## config.mk

```make
export PLATFORM = sky130hd
export DESIGN_NAME = irq_aggregator
export DESIGN_NICKNAME = d
export VERILOG_FILES = /design/src/rtl/irq_agg_pkg.sv /design/src/rtl/irq_regbus.sv /design/src/rtl/irq_event_bank.sv /design/src/rtl/irq_combine.sv /design/src/rtl/irq_aggregator.sv
export SDC_FILE = /design/constraint.sdc
export NUM_CORES = 1
export LEC_CHECK = 0
export BUFFER_PORTS_ARGS = -buffer_cell sky130_fd_sc_hd__buf_2
export CAP_MARGIN = 10
export CORE_MARGIN = 2
export CORE_UTILIZATION = 54
export DETAILED_ROUTE_END_ITERATION = 8
export PLACE_DENSITY = 0.82
export RECOVER_POWER = 25
export SKIP_LAST_GASP = 1
export SYNTH_ARGS = -nofsm -noshare
export SYNTH_HDL_FRONTEND = slang
export SYNTH_HIERARCHICAL = 1
export SYNTH_SLANG_ARGS = --single-unit
```

## constraint.sdc

```tcl
create_clock -name clk -period 2.36 [get_ports clk]
set_input_delay 0.236 -clock clk [delete_from_list [all_inputs] [get_ports clk]]
set_output_delay 0.236 -clock clk [all_outputs]
set_load 0.03 [all_outputs]
```

## src/rtl/irq_agg_pkg.sv

```systemverilog
package irq_agg_pkg;
  localparam int ADDR_W = 4;

  typedef enum logic [1:0] {
    SEL_STATUS = 2'd0,
    SEL_ENABLE = 2'd1,
    SEL_NONE   = 2'd2
  } reg_sel_e;

  localparam logic [ADDR_W-1:0] OFS_STATUS = 4'h0;
  localparam logic [ADDR_W-1:0] OFS_ENABLE = 4'h4;

  function automatic reg_sel_e decode_ofs(input logic [ADDR_W-1:0] a);
    if (a == OFS_STATUS)      return SEL_STATUS;
    else if (a == OFS_ENABLE) return SEL_ENABLE;
    else                      return SEL_NONE;
  endfunction
endpackage

```

## src/rtl/irq_regbus.sv

```systemverilog
module irq_regbus
  import irq_agg_pkg::*;
#(
  parameter int DATA_W = 32
) (
  input  logic              clk,
  input  logic              rst_n,
  input  logic [ADDR_W-1:0] addr,
  input  logic              we,
  input  logic [DATA_W-1:0] status,
  input  logic [DATA_W-1:0] enable,
  output logic              status_wr,
  output logic              enable_wr,
  output logic [DATA_W-1:0] rdata
);
  reg_sel_e sel;

  always_comb begin
    sel       = decode_ofs(addr);
    status_wr = we && (sel == SEL_STATUS);
    enable_wr = we && (sel == SEL_ENABLE);
  end

  always_ff @(posedge clk or negedge rst_n) begin
    if (!rst_n) begin
      rdata <= '0;
    end else begin
      unique case (sel)
        SEL_STATUS: rdata <= status;
        SEL_ENABLE: rdata <= enable;
        default:    rdata <= '0;
      endcase
    end
  end
endmodule

```

## src/rtl/irq_event_bank.sv

```systemverilog
module irq_event_bank #(
  parameter int                NUM_EVT  = 16,
  parameter logic [NUM_EVT-1:0] INFO_SEL = '0
) (
  input  logic               clk,
  input  logic               rst_n,
  input  logic [NUM_EVT-1:0] evt_in,
  input  logic               clr_wr,
  input  logic [NUM_EVT-1:0] clr_keep,
  output logic [NUM_EVT-1:0] evt_q,
  output logic [NUM_EVT-1:0] halt
);
  for (genvar j = 0; j < NUM_EVT; j++) begin : g_chan
    logic clr_hit;
    assign clr_hit = clr_wr && !clr_keep[j];

    always_ff @(posedge clk or negedge rst_n) begin
      if (!rst_n)          evt_q[j] <= 1'b0;
      else if (evt_in[j])  evt_q[j] <= 1'b1;
      else if (clr_hit)    evt_q[j] <= 1'b0;
    end

    if (INFO_SEL[j]) begin : g_info
      assign halt[j] = 1'b0;
    end else begin : g_err
      assign halt[j] = evt_q[j];
    end
  end
endmodule

```

## src/rtl/irq_combine.sv

```systemverilog
module irq_combine #(
  parameter int LINES = 32
) (
  input  logic [LINES-1:0] status,
  input  logic [LINES-1:0] enable,
  output logic             irq
);
  assign irq = |(status & enable);
endmodule

```

## src/rtl/irq_aggregator.sv

```systemverilog
module irq_aggregator
  import irq_agg_pkg::*;
#(
  parameter int              NUM_LINES = 32,
  parameter int              DMA_BASE  = 16,
  parameter logic [31:0]     INFO_MASK = 32'h0178_0000,
  localparam int             NUM_DMA   = NUM_LINES - DMA_BASE
) (
  input  logic                 clk,
  input  logic                 rst_n,
  input  logic [DMA_BASE-1:0]  dev_irq,
  input  logic [NUM_DMA-1:0]   dma_evt,
  input  logic [ADDR_W-1:0]    bus_addr,
  input  logic                 bus_we,
  input  logic [NUM_LINES-1:0] bus_wdata,
  output logic [NUM_LINES-1:0] bus_rdata,
  output logic                 cpu_irq,
  output logic [NUM_DMA-1:0]   dma_halt
);
  logic [NUM_LINES-1:0] status;
  logic [NUM_LINES-1:0] enable_q;
  logic [NUM_DMA-1:0]   evt_q;
  logic                 status_wr;
  logic                 enable_wr;

  irq_regbus #(.DATA_W(NUM_LINES)) u_bus (
    .clk       (clk),
    .rst_n     (rst_n),
    .addr      (bus_addr),
    .we        (bus_we),
    .status    (status),
    .enable    (enable_q),
    .status_wr (status_wr),
    .enable_wr (enable_wr),
    .rdata     (bus_rdata)
  );

  always_ff @(posedge clk or negedge rst_n) begin
    if (!rst_n)         enable_q <= '0;
    else if (enable_wr) enable_q <= bus_wdata;
  end

  irq_event_bank #(
    .NUM_EVT  (NUM_DMA),
    .INFO_SEL (INFO_MASK[NUM_LINES-1:DMA_BASE])
  ) u_evt (
    .clk      (clk),
    .rst_n    (rst_n),
    .evt_in   (dma_evt),
    .clr_wr   (status_wr),
    .clr_keep (bus_wdata[NUM_LINES-1:DMA_BASE]),
    .evt_q    (evt_q),
    .halt     (dma_halt)
  );

  assign status = {evt_q, dev_irq};

  irq_combine #(.LINES(NUM_LINES)) u_comb (
    .status (status),
    .enable (enable_q),
    .irq    (cpu_irq)
  );
endmodule

```

==> flow_summary_export.csv <==
group,metric,value,unit
sta,setup_violations,0,
yosys,seq_area_frac_synth,55.7,%
sta,hold_viol,0,
worst_setup_path,cp.required,2.12,ns
yosys,synth.avg_cell_area,13.7,µm²
sta,period_minus_slack,2.12,ns
yosys,synth_area,3590,µm²
drt,viasPerCell,5.12,
worst_setup_path,regToRegEndpoint,"enable_q[6]$_DFFE_PN0P_",
sta,max_freq,472,MHz
sta,rsz0062_at_grt,"false",
placement,gp_congestion,0.814,
drt,vias,2305,
clock_tree,h-tree-depth,3,
job,drv_cap,1,
global_routing,antenna_found_initial,0,
drt,first_iter_violations,84,
clock_tree,cts_hold_buf,0,
yosys,synth_flop_cell,"dfrtp_1",
yosys,ys_top_cells_by_area,"dfrtp_1, mux2_4, mux2i_1",
sta,fin_ws,0.243,ns
yosys,synth_top_area_share,55.7,%
yosys,synth_cell_type_count,19,
power_and_ir_drop,power.density,746,nW/µm²
min_path,hp-start,"dma_evt[3]",
placement,place_ws,0.606,ns
global_routing,grt_max_degree,81,
clock_tree,cts.sinks,80,
power_and_ir_drop,p_leak,2.17,nW
sta,worst_pin_slew,1.95,ns
yosys,syn_inst,263,
worst_setup_path,end_kind,"primary output",
die,ios,120,
sta,setup-tns-final,0,ns
global_routing,gr-total-overflow,0,
sta,maxSlewViolCount,81,
drt,drc,0,
drt,wl_per_cell,16.0,µm
yosys,yosysTopAreaCell,"dfrtp_1",
die,rows,29,
clock_tree,cts_resized,0,
worst_setup_path,r2r_cells,1,
power_and_ir_drop,ir_worst_vdd,0.000451,V
clock_tree,post_cts_buffers,0,
sta,skew,0.00833,ns
global_routing,first_global_vias,2429,
worst_setup_path,arrival,1.88,ns
drt,ant_nets,0,
sta,timing.slew.headroom,-29.9,%
placement,io_buffers,114,
status,status,"finished with violations",
global_routing,grt_pass1_wl,11.5,mm
layout,antenna-diode-count,0,
global_routing,track_usage,20.7,%
worst_setup_path,setup.worst_path.class,"reg2out",
clock_tree,clock_path_buffers,2,
clock_tree,root_buffer,"clkbuf_8",
clock_tree,cts_tree,"done",
drt,drt-total-wl,7.21,mm
placement,dp_hpwl,4.96,mm
layout,layout.nets,439,
worst_setup_path,reg2reg_from,"enable_q[6]$_DFFE_PN0P_",
yosys,synth_most_common_cell,"dfrtp_1",
layout,finish.utilization,66.9,%
min_path,whs_endpoint,"u_evt/evt_q[3]$_DFFE_PN0P_",
sta,whs,0.0745,ns
worst_setup_path,cp-start-kind,"register",
yosys,ys_ff_latch,80,
die,core,6390,µm²
die,initial_core_util,56.3,%
power_and_ir_drop,fin_total_pwr,0.00319,W
die,dieArea,7330,µm²
yosys,yosysWarnings,6,
yosys,synth_edf_count,0,
layout,fill_cells,504,
layout,area_growth_syn_to_layout,18.9,%
min_path,holdCritPathClass,"in2reg",
drt,drtPass1Iterations,4,
min_path,hold_depth,2,
yosys,yosys-top-cells-count,"dfrtp_1, nor2_1, mux2i_1",
clock_tree,clk_latency,0.34,ns
clock_tree,clkTransAtPathRegs,0.07,ns
layout,drive_above_1_share,45.0,%
clock_tree,numCtsBuffers,9,
worst_setup_path,rrSetupSlack,1.57,ns
worst_setup_path,cp_max_fo,3,
die,die_w,85.6,µm
yosys,async_reset_ff_share,100,%
die,die_h,85.6,µm
status,violations,"capacitance limit, slew limit",
sta,final.period_utilization,89.7,%
[routing by layer]
metal	track usage [%]	vias up	wire, µm
li1	-	1102	-
met1	27.5	1130	3220
met2	33.8	65	3550
met3	2.98	8	338
met4	9.67	0	102
met5	0	-	0
[layout make-up]
cell class	instances	area, µm²	share of cell area [%]
Clock inverter	3	40.0	0.937
Timing Repair Buffer	119	621	14.5
Clock buffer	13	159	3.72
Sequential cell	80	2000	46.8
Tap cell	77	96.3	2.25
Multi-Input combinational cell	158	1360	31.7
[stage by stage]
step	cells	area (µm²)
after floorplan	267	3610
after global placement	434	4080
after detailed placement	434	4080
after CTS	450	4280
after global routing	450	4270
final	450	4270
[cell families after synthesis]
kind of cell / share of synthesized area (%)
compound gates: 6.82
simple gates: 7.87
buf+inv: 7.45
flops: 55.7
mux: 22.1
other cells: 0.104
[cells in the final DEF, fill, tap and decap left out, drive strengths merged]
master / count
mux2i: 32
clkbuf: 14
or3: 1
a22oi: 16
nor2: 33
or4: 1
bufinv: 1
buf: 118
nand4: 4
and4b: 1
dfrtp: 80
clkinv: 2
a21o: 16
nor4bb: 1
conb: 5
nand2b: 16
mux2: 32
[worst max-delay path, cell delays in order (launching register included)]
cell and delay (ns):
dfrtp_1 0.39, a22oi_1 0.25, nand4_1 0.18, or4_1 0.52, buf_2 0.20
[worst max-delay path by stage]
stage / from / endpoint / slack, ns
finish: enable_q[2]$_DFFE_PN0P_ / cpu_irq / 0.24
global route: enable_q[2]$_DFFE_PN0P_ / cpu_irq / 0.13
CTS: enable_q[2]$_DFFE_PN0P_ / cpu_irq / 0.23
detailed placement: u_evt/evt_q[1]$_DFFE_PN0P_ / cpu_irq / 0.61
global placement: u_evt/evt_q[1]$_DFFE_PN0P_ / cpu_irq / 0.63
floorplan: bus_addr[2] / u_evt/evt_q[0]$_DFFE_PN0P_ / 0.70
[flip-flops by register name, summed over array words and instances (netlist names)]
name         flops
u_evt/evt_q     16
enable_q        32
u_bus/rdata     32
[report_power, final]
part,total (W),switching [W],internal [W]
logic,0.000560,0.000248,0.000312
clock network,0.000995,0.000450,0.000544
registers,0.00163,0.000112,0.00152
(Power assumes the default switching activity.)
